--- config.mk ---
export PLATFORM = sky130hd
export DESIGN_NAME = pll_ratio_streamer
export DESIGN_NICKNAME = d
export VERILOG_FILES = /design/src/rtl/pll_upd_pkg.sv /design/src/rtl/restoring_div.sv /design/src/rtl/i2c_burst_tx.sv /design/src/rtl/pll_ratio_streamer.sv
export SDC_FILE = /design/constraint.sdc
export NUM_CORES = 1
export LEC_CHECK = 0
export ABC_AREA = 1
export BUFFER_PORTS_ARGS = -buffer_cell sky130_fd_sc_hd__buf_2
export CAP_MARGIN = 20
export CELL_PAD_IN_SITES_DETAIL_PLACEMENT = 0
export CELL_PAD_IN_SITES_GLOBAL_PLACEMENT = 1
export CORE_ASPECT_RATIO = 0.9
export CORE_UTILIZATION = 48
export DETAILED_ROUTE_END_ITERATION = 8
export PLACE_DENSITY = 0.93
export SLEW_MARGIN = 10
export SYNTH_ARGS = -nofsm -noshare
export SYNTH_HDL_FRONTEND = slang
export SYNTH_SLANG_ARGS = --single-unit
--- constraint.sdc ---
create_clock -name clk -period 6.6 [get_ports clk]
set_input_delay 0.66 -clock clk [delete_from_list [all_inputs] [get_ports clk]]
set_output_delay 0.66 -clock clk [all_outputs]
set_load 0.005 [all_outputs]
--- src/rtl/pll_upd_pkg.sv ---
package pll_upd_pkg;
    typedef enum logic [1:0] {S_IDLE, S_DIV_INT, S_DIV_FRAC, S_SEND} upd_state_t;
    typedef enum logic [2:0] {I_IDLE, I_START, I_DATA, I_ACK, I_STOP} i2c_state_t;
    localparam int BYTE_W = 8;
endpackage

--- src/rtl/restoring_div.sv ---
module restoring_div #(
    parameter int DW      = 46,
    parameter int DIVISOR = 27_000_000,
    parameter int QOUT_W  = 21,
    localparam int RW     = $clog2(DIVISOR) + 1,
    localparam int CW     = $clog2(DW + 1)
) (
    input  logic              clk,
    input  logic              rst_n,
    input  logic              start,
    input  logic [DW-1:0]     dividend,
    output logic              done,
    output logic [QOUT_W-1:0] quot,
    output logic [RW-1:0]     rem
);
    localparam logic [RW-1:0] DIV_V = RW'(DIVISOR);

    logic [DW-1:0] work;
    logic [RW-1:0] trial;
    logic [CW-1:0] cnt;
    logic          running;

    always_comb trial = {rem[RW-2:0], work[DW-1]};

    always_ff @(posedge clk) begin
        if (!rst_n) begin
            work    <= '0;
            rem     <= '0;
            cnt     <= '0;
            running <= 1'b0;
            done    <= 1'b0;
        end else begin
            done <= 1'b0;
            if (start) begin
                work    <= dividend;
                rem     <= '0;
                cnt     <= CW'(DW);
                running <= 1'b1;
            end else if (running) begin
                if (trial >= DIV_V) begin
                    rem  <= trial - DIV_V;
                    work <= {work[DW-2:0], 1'b1};
                end else begin
                    rem  <= trial;
                    work <= {work[DW-2:0], 1'b0};
                end
                cnt <= cnt - 1'b1;
                if (cnt == CW'(1)) begin
                    running <= 1'b0;
                    done    <= 1'b1;
                end
            end
        end
    end

    assign quot = work[QOUT_W-1:0];

    AST_REM_BELOW_DIVISOR: assert property (@(posedge clk) disable iff (!rst_n)
        rem < DIV_V);
    AST_DONE_ENDS_RUN: assert property (@(posedge clk) disable iff (!rst_n)
        done |-> ($past(running) && !running));
endmodule

--- src/rtl/i2c_burst_tx.sv ---
module i2c_burst_tx
    import pll_upd_pkg::*;
#(
    parameter int          QTR       = 50,
    parameter logic [6:0]  DEV_ADDR  = 7'h60,
    parameter logic [7:0]  START_REG = 8'd26,
    parameter int          PAY_BYTES = 5,
    localparam int NBYTES = PAY_BYTES + 2,
    localparam int SW     = BYTE_W * NBYTES,
    localparam int QW     = $clog2(QTR),
    localparam int BNW    = $clog2(NBYTES)
) (
    input  logic                         clk,
    input  logic                         rst_n,
    input  logic                         start,
    input  logic [BYTE_W*PAY_BYTES-1:0]  payload,
    input  logic                         ack_ignore,
    input  logic                         sda_in,
    output logic                         scl_o,
    output logic                         sda_o,
    output logic                         done
);
    i2c_state_t      state;
    logic [QW-1:0]   qcnt;
    logic [1:0]      ph;
    logic [2:0]      bitn;
    logic [BNW-1:0]  byten;
    logic [SW-1:0]   shreg;
    logic            nack;
    logic            tick;

    assign tick = (qcnt == QW'(QTR - 1));

    always_ff @(posedge clk) begin
        if (!rst_n) begin
            state <= I_IDLE;
            qcnt  <= '0;
            ph    <= '0;
            bitn  <= '0;
            byten <= '0;
            shreg <= '0;
            nack  <= 1'b0;
            done  <= 1'b0;
        end else begin
            done <= 1'b0;
            if (state == I_IDLE) begin
                if (start) begin
                    state <= I_START;
                    qcnt  <= '0;
                    ph    <= '0;
                    bitn  <= '0;
                    byten <= '0;
                    shreg <= {DEV_ADDR, 1'b0, START_REG, payload};
                end
            end else if (tick) begin
                qcnt <= '0;
                ph   <= ph + 1'b1;
                if (state == I_ACK && ph == 2'd2) nack <= sda_in;
                if (ph == 2'd3) begin
                    unique case (state)
                        I_START: state <= I_DATA;
                        I_DATA: begin
                            shreg <= shreg << 1;
                            if (bitn == 3'd7) begin
                                bitn  <= '0;
                                state <= I_ACK;
                            end else begin
                                bitn <= bitn + 1'b1;
                            end
                        end
                        I_ACK: begin
                            if ((nack && !ack_ignore) || byten == BNW'(NBYTES - 1)) begin
                                state <= I_STOP;
                            end else begin
                                byten <= byten + 1'b1;
                                state <= I_DATA;
                            end
                        end
                        I_STOP: begin
                            state <= I_IDLE;
                            done  <= 1'b1;
                        end
                        default: state <= I_IDLE;
                    endcase
                end
            end else begin
                qcnt <= qcnt + 1'b1;
            end
        end
    end

    always_comb begin
        scl_o = 1'b1;
        sda_o = 1'b1;
        unique case (state)
            I_IDLE:  begin scl_o = 1'b1;                  sda_o = 1'b1;          end
            I_START: begin scl_o = (ph < 2'd2);           sda_o = (ph == 2'd0);  end
            I_DATA:  begin scl_o = (ph == 2'd1 || ph == 2'd2); sda_o = shreg[SW-1]; end
            I_ACK:   begin scl_o = (ph == 2'd1 || ph == 2'd2); sda_o = 1'b1;    end
            I_STOP:  begin scl_o = (ph != 2'd0);          sda_o = (ph >= 2'd2);  end
            default: begin scl_o = 1'b1;                  sda_o = 1'b1;          end
        endcase
    end

    AST_SDA_HOLD_SCL_HIGH: assert property (@(posedge clk) disable iff (!rst_n)
        (state == I_DATA && ph == 2'd2) |-> $stable(sda_o));
    AST_DONE_RELEASES_BUS: assert property (@(posedge clk) disable iff (!rst_n)
        done |-> (scl_o && sda_o && $past(scl_o)));
endmodule

--- src/rtl/pll_ratio_streamer.sv ---
module pll_ratio_streamer
    import pll_upd_pkg::*;
#(
    parameter int         REF_HZ    = 27_000_000,
    parameter int         FREQ_W    = 32,
    parameter int         INT_W     = 8,
    parameter int         NUM_W     = 20,
    parameter int         FRAC_DEN  = 20'hFFFFF,
    parameter logic [6:0] DEV_ADDR  = 7'h60,
    parameter logic [7:0] START_REG = 8'd26,
    parameter int         QTR       = 50,
    localparam int RW  = $clog2(REF_HZ) + 1,
    localparam int DW  = (FREQ_W > RW + NUM_W) ? FREQ_W : RW + NUM_W,
    localparam int QOW = (INT_W > NUM_W + 1) ? INT_W : NUM_W + 1
) (
    input  logic              clk,
    input  logic              rst_n,
    input  logic              upd_stb,
    input  logic [FREQ_W-1:0] target_hz,
    input  logic              ack_ignore,
    input  logic              sda_in,
    output logic              scl_o,
    output logic              sda_o,
    output logic              busy,
    output logic              overrun,
    output logic [INT_W-1:0]  ratio_int,
    output logic [NUM_W-1:0]  ratio_num
);
    upd_state_t state, state_nx;

    logic             div_start, div_done, tx_start, tx_done, wrap;
    logic [DW-1:0]    div_in;
    logic [QOW-1:0]   div_quot;
    logic [RW-1:0]    div_rem;
    logic [RW-1:0]    residue;
    logic [INT_W-1:0] int_hold, new_int;
    logic [NUM_W-1:0] new_num;
    logic [NUM_W:0]   frac_q;
    logic [39:0]      payload;

    restoring_div #(.DW(DW), .DIVISOR(REF_HZ), .QOUT_W(QOW)) u_div (
        .clk(clk), .rst_n(rst_n), .start(div_start), .dividend(div_in),
        .done(div_done), .quot(div_quot), .rem(div_rem)
    );

    i2c_burst_tx #(.QTR(QTR), .DEV_ADDR(DEV_ADDR), .START_REG(START_REG), .PAY_BYTES(5)) u_tx (
        .clk(clk), .rst_n(rst_n), .start(tx_start), .payload(payload),
        .ack_ignore(ack_ignore), .sda_in(sda_in), .scl_o(scl_o), .sda_o(sda_o), .done(tx_done)
    );

    always_ff @(posedge clk) begin
        if (!rst_n) state <= S_IDLE;
        else        state <= state_nx;
    end

    always_comb begin
        state_nx = state;
        unique case (state)
            S_IDLE:     if (upd_stb)  state_nx = S_DIV_INT;
            S_DIV_INT:  if (div_done) state_nx = S_DIV_FRAC;
            S_DIV_FRAC: if (div_done) state_nx = S_SEND;
            S_SEND:     if (tx_done)  state_nx = S_IDLE;
            default:    state_nx = S_IDLE;
        endcase
    end

    always_comb begin
        div_start = (state == S_IDLE && upd_stb) || (state == S_DIV_INT && div_done);
        div_in    = (state == S_IDLE) ? DW'(target_hz)
                                      : DW'(div_rem) * DW'(FRAC_DEN) + DW'(residue);
        frac_q    = div_quot[NUM_W:0];
        wrap      = (frac_q == (NUM_W + 1)'(FRAC_DEN));
        new_int   = int_hold + INT_W'(wrap);
        new_num   = wrap ? '0 : frac_q[NUM_W-1:0];
        tx_start  = (state == S_DIV_FRAC && div_done);
        payload   = {8'(new_int), 8'h00, 24'(new_num)};
        busy      = (state != S_IDLE);
    end

    always_ff @(posedge clk) begin
        if (!rst_n) begin
            int_hold  <= '0;
            ratio_int <= '0;
            ratio_num <= '0;
            residue   <= '0;
            overrun   <= 1'b0;
        end else begin
            overrun <= upd_stb && (state != S_IDLE);
            if (state == S_DIV_INT && div_done) int_hold <= div_quot[INT_W-1:0];
            if (tx_start) begin
                ratio_int <= new_int;
                ratio_num <= new_num;
                residue   <= div_rem;
            end
        end
    end

    AST_DROP_FLAGS_OVERRUN: assert property (@(posedge clk) disable iff (!rst_n)
        (upd_stb && busy) |=> overrun);
    AST_IDLE_NO_OVERRUN: assert property (@(posedge clk) disable iff (!rst_n)
        (!$past(busy)) |-> !overrun);
    AST_ACCEPT_RAISES_BUSY: assert property (@(posedge clk) disable iff (!rst_n)
        (upd_stb && !busy) |=> busy);
    AST_NUM_BELOW_DEN: assert property (@(posedge clk) disable iff (!rst_n)
        ratio_num < NUM_W'(FRAC_DEN));
endmodule

==> run_results.csv, run 1 <==
group,metric,value,unit
status,outcome,"complete, no violations",
placed_design,hpwl,50900,microns
drt,ant_nets,0,
logic_synthesis,synth_flop_cell,"dfxtp_1",
floorplanning,ios,69,
drt,drc,0,
floorplanning,die_h,206,microns
worst_setup_path,arrival,6830,ps
logic_synthesis,yosysTopAreaCell,"fa_1",
floorplanning,fp.coreArea,0.0455,sq mm
sta,finalMaxSlewViolations,0,
logic_synthesis,syn-num-nets,3448,
logic_synthesis,yosys_warnings,0,
sta,period_share,0.960,
floorplanning,die_area,0.0471,sq mm
clock_network,cts-root-buf,"clkbuf_16",
logic_synthesis,ys_async_sr_fraction,0,
sta,final-hold-violation-count,0,
final_layout,areaGrowthSynthToFinish,9.12,%
logic_synthesis,syn-cell-area,0.0222,sq mm
sta,setup_viol,0,
logic_synthesis,yosysUniqueCellTypes,51,
sta,slew_headroom,0.319,
hold_path,hold_path.class,"input pin to flip-flop",
placed_design,finalWeightedCongestion,0.978,
clock_network,cts_tree,"built",
drt,wl_per_cell,17.0,microns
drt,num_vias,18676,
logic_synthesis,synth_edf_count,0,
global_routing,antenna_found_initial,0,
sta,hold_slack,366,ps
sta,rsz0062_at_grt,"no",
floorplanning,initial_utilization,0.488,
worst_setup_path,crit_type,"flip-flop to flip-flop",
clock_network,clockBufferDepth,3,
global_routing,grt_usage,0.271,
global_routing,grt_pass1_wl,99600,microns
final_layout,drive_above_1_share,0.0711,
flow_run,maxCapViolations,0,
drt,via_per_inst,5.14,
worst_setup_path,cp_data_required_time,7090,ps
final_layout,utilization,0.532,
logic_synthesis,synth_top_area_share,0.260,
clock_network,cts.sinks,220,
worst_setup_path,crit_path_end_kind,"flip-flop",
clock_network,insertion_delay,570,ps
global_routing,grt_pass1_vias,18557,
floorplanning,fp.dieW,229,microns
logic_synthesis,ys_top_cells_by_area,"fa_1 26%, dfxtp_1 20%, inv_1 12%, ha_1 10%, nand2_1 9.7%",
drt,drtIter0Drc,1496,
placed_design,port_buffers,68,
worst_setup_path,worst-path-max-fanout,7,
global_routing,overflow,0,
clock_network,htreeDepth,1,
logic_synthesis,synth_area_per_cell,7.54,sq um
sta,max_freq,158,MHz
logic_synthesis,synthMostInstantiatedCell,"inv_1",
drt,drt-pass1-iter-count,5,
floorplanning,fp-row-count,74,
sta,fin_skew,15.1,ps
logic_synthesis,synth_commonest_cells,"713 x inv_1, 573 x nand2_1, 288 x fa_1, 220 x dfxtp_1, 206 x a21oi_1",
logic_synthesis,ys_seq_area_frac,0.199,
sta,period_needed,6340,ps
logic_synthesis,netlist_instances,2943,
sta,tns,0,ps
final_layout,antenna_cells,0,
global_routing,grt_max_degree,86,
final_layout,finalNetCount,3508,
worst_setup_path,start_kind,"flip-flop",
clock_network,hold_buffers,0,
clock_network,clk_pin_slew,70,ps
clock_network,cts-buffers-inserted,25,
drt,routed_wl,61800,microns
logic_synthesis,ys_seq_elements,220,
sta,tightest_slew,1020,ps
==> worst max-delay path: stages (launching register included) <==
cell and delay, ps:
dfxtp_4 410, clkinvlp_4 180, fa_1 610, inv_1 130
fa_2 600, fa_1 460, fa_1 570, fa_1 440
fa_1 550, inv_1 60, fa_1 530, inv_1 40
ha_2 380, nand2_1 120, nor2_2 170, nand2_1 60
inv_1 150, nand4_1 170, nand3_1 190, nand2_1 70
nand3_1 120, nand3_1 90, a21oi_1 160
==> state kept, by name, summed over array words and instances, names as in the netlist <==
signal and cells:
u_tx.done 1, u_tx.shreg 56, u_tx.bitn 3, ratio_num 20, u_tx.byten 3, u_tx.ph 2, u_div.done 1, overrun 1
ratio_int 8, u_tx.nack 1, int_hold 8, u_div.work 46, u_tx.qcnt 6, residue 26, state 2, u_div.running 1
u_div.rem 26, u_div.cnt 6, u_tx.state 3
==> cells by family after synthesis <==
family / after synthesis / share of synthesized area
flip-flops: 220 / 0.199
adder cells (fa/ha/maj): 468 / 0.361
buffers and inverters: 803 / 0.138
XOR/XNOR: 27 / 0.0107
AO/OA/AOI/OAI: 466 / 0.114
AND/OR/NAND/NOR: 959 / 0.177
==> placed cells by master, fill, tap and decap left out, types with 5 or more instances in the layout <==
cell type	Yosys	routed
nand2_1	573	573
xor2_1	16	16
nor3_1	15	15
inv_2	5	9
o22ai_1	12	12
a31oi_1	13	13
nand4_1	22	22
a21oi_1	206	206
dfxtp_1	220	214
or2_2	13	13
dfxtp_2	0	5
a211oi_1	6	6
clkbuf_8	0	7
nor2_2	7	10
nand3_1	113	111
o21bai_1	14	14
buf_2	12	68
o211ai_1	6	6
ha_1	180	178
o21ai_0	164	164
inv_1	713	708
o21ai_1	14	14
xnor2_1	11	11
clkbuf_16	0	25
buf_4	1	46
fa_1	288	286
nor2_1	202	197
a22oi_1	16	16
==> per-layer routing <==
metal | up-vias | part of all wire | global-route usage
met2 | 562 | 0.44 | 0.426
li1 | 9097 | - | -
met3 | 82 | 0.066 | 0.0477
met5 | - | 0 | 0
met1 | 8935 | 0.46 | 0.384
met4 | 0 | 0.026 | 0.0743
==> path summary, 6_finish.rpt <==
check / from / to / slack, ps / cells after the start
worst min register to register: u_tx.nack / u_tx.nack / 460 / 2
worst max register to register: u_div.rem[13] / u_div.work[21] / 260 / 22
worst min-delay path: upd_stb / overrun / 370 / 3
worst max-delay path: u_div.rem[13] / u_div.work[21] / 260 / 22
==> final cells by class <==
cell class / instances / area [sq um]
clock buffers: 35 / 733
clock inverters: 11 / 116
fillers: 4379 / 21300
inverters: 721 / 2710
multi-input cells: 1920 / 14800
flip-flops and latches: 220 / 4410
well taps: 608 / 761
repair buffers: 115 / 713
==> stage by stage <==
| stage | instance area [sq um] | setup WS, ps | std cells |
|---|---|---|---|
| after floorplan | 22200 | 823 | 2943 |
| after global placement | 23300 | 56.2 | 3582 |
| after detailed placement | 23300 | 69.1 | 3582 |
| after CTS | 24100 | 41.3 | 3628 |
| after global routing | 24200 | 1.33 | 3630 |
| final | 24200 | 263 | 3630 |
==> timing repair <==
item                       CTS  global route
setup buffers                0             1
setup endpoints to repair    0            30
gates resized for setup      0            24
Power of run 1 is not shown: default switching activity piles up to over one toggle a cycle in this logic, so the estimate is an artifact.
==> inputs of run 2 (changes only) <==
--- a/config.mk
+++ b/config.mk
@@ -13,7 +13,7 @@
 export CORE_ASPECT_RATIO = 0.9
 export CORE_UTILIZATION = 48
 export DETAILED_ROUTE_END_ITERATION = 8
-export PLACE_DENSITY = 0.93
+export PLACE_DENSITY = 0.83
 export SLEW_MARGIN = 10
 export SYNTH_ARGS = -nofsm -noshare
 export SYNTH_HDL_FRONTEND = slang
==> run_results.csv, run 2 (same netlist as run 1, synthesis figures left out) <==
group,metric,value,unit
worst_setup_path,cp_data_required_time,7080,ps
worst_setup_path,startpoint,"u_div.rem[1]",
drt,via_per_inst,5.12,
final_layout,fill_cells,4485,
clock_network,clk_pin_slew,60,ps
sta,tightest_slew,1010,ps
final_layout,regMostFlops,"u_tx.shreg",
drt,drt-pass1-iter-count,5,
global_routing,grt_max_degree,86,
worst_setup_path,start_kind,"flip-flop",
floorplanning,die_h,206,microns
sta,period_share,0.957,
final_layout,final_cell_mix,"707 x inv_1, 570 x nand2_1, 285 x fa_1",
sta,setup_viol,0,
placed_design,port_buffers,68,
global_routing,grt_pass1_vias,18527,
sta,final-hold-violation-count,0,
worst_setup_path,arrival,6790,ps
floorplanning,ios,69,
final_layout,finalNetCount,3514,
final_layout,largest_register_ffs,56,
floorplanning,fp.coreArea,0.0455,sq mm
status,outcome,"complete, no violations",
floorplanning,fp.dieW,229,microns
worst_setup_path,crit_type,"flip-flop to flip-flop",
drt,drc,0,
floorplanning,fp-row-count,74,
final_layout,layout_commonest_cell,"inv_1",
global_routing,grt_usage,0.285,
sta,max_freq,158,MHz
global_routing,overflow,0,
worst_setup_path,endpoint,"u_div.work[22]",
flow_run,maxCapViolations,0,
clock_network,clockBufferDepth,3,
drt,wl_per_cell,17.8,microns
sta,rsz0062_at_grt,"yes",
worst_setup_path,r2r_end,"u_div.work[22]",
final_layout,areaGrowthSynthToFinish,9.74,%
clock_network,insertion_delay,570,ps
global_routing,antenna_found_initial,0,
drt,routed_wl,64800,microns
clock_network,cts.sinks,220,
sta,period_needed,6320,ps
floorplanning,die_area,0.0471,sq mm
drt,num_vias,18618,
placed_design,hpwl,53300,microns
drt,drtIter0Drc,1336,
final_layout,drive_above_1_share,0.0763,
worst_setup_path,r2r_slack,280,ps
sta,fin_skew,19.0,ps
clock_network,cts_tree,"built",
worst_setup_path,reg2reg_from,"u_div.rem[1]",
worst_setup_path,worst-path-max-fanout,4,
placed_design,post-place-cells,3588,
clock_network,hold_buffers,0,
clock_network,cts-root-buf,"clkbuf_16",
final_layout,utilization,0.535,
clock_network,htreeDepth,1,
sta,finalMaxSlewViolations,0,
placed_design,finalWeightedCongestion,0.963,
worst_setup_path,crit_path_end_kind,"flip-flop",
floorplanning,initial_utilization,0.488,
global_routing,grt_pass1_wl,104000,microns
final_layout,reg_top3,"u_tx.shreg (56), u_div.work (46)",
hold_path,hold_path.class,"input pin to flip-flop",
clock_network,cts-buffers-inserted,25,
final_layout,fin_cells,3636,
worst_setup_path,reg2regPathDepth,22,
sta,slew_headroom,0.328,
hold_path,whs_path_depth,3,
drt,ant_nets,0,
run 2: worst max-delay path, cell delays in order, from the launching register on:
cell	delay, ps
dfxtp_1	430
inv_1	130
fa_1	510
inv_1	140
fa_1	470
fa_1	580
fa_1	530
fa_1	520
fa_1	570
inv_1	60
fa_1	530
inv_1	40
ha_1	410
nand2_1	130
inv_1	80
nand2_1	80
nor2_1	160
nand4_1	140
nand3_1	190
nand2_1	70
nand3_1	140
nand3_1	120
a21oi_1	170
run 2: worst min-delay path by stage:
stage                    from  slack, ps              to
2_1_floorplan       u_tx.nack        430       u_tx.nack
3_3_place_gp   u_tx.shreg[54]        440  u_tx.shreg[54]
3_5_place_dp   u_tx.shreg[54]        450  u_tx.shreg[54]
4_1_cts               upd_stb        350         overrun
5_1_grt               upd_stb        370         overrun
6_report              upd_stb        380         overrun
run 2: repair_timing:
| item | in CTS | in global routing |
|---|---|---|
| setup buffers | 0 | 1 |
| gates resized for setup | 0 | 35 |
| setup endpoints to repair | 0 | 30 |
run 2: metrics by stage:
stage          setup TNS (ps)  hold WS (ps)  setup WS (ps)  cell area, sq um
6_report                    0           375            284             24300
4_1_cts                     0           348           2.59             24200
2_1_floorplan               0           431            823             22200
3_5_place_dp                0           450           60.9             23300
5_1_grt                 -10.4           365          -10.4             24300
3_3_place_gp                0           442           85.5             23300
run 2: layout make-up:
cell class                      instances  area (sq um)  share of cell area
Multi-Input combinational cell       1920         14800               0.608
Sequential cell                       220          4410               0.181
Inverter                              721          2710               0.111
Tap cell                              608           761              0.0313
Timing Repair Buffer                  121           748              0.0307
Clock buffer                           31           688              0.0283
Clock inverter                         14           223             0.00915
Antenna cell                            1          2.50            0.000103
run 2: routing by layer:
metal,share of wire,vias to the layer above,global-route usage
met4,0.018,0,0.0554
met5,0,-,0
met1,0.47,8892,0.411
met3,0.072,73,0.0566
li1,-,9108,-
met2,0.44,545,0.444
Power of run 2 is left out for the same reason.
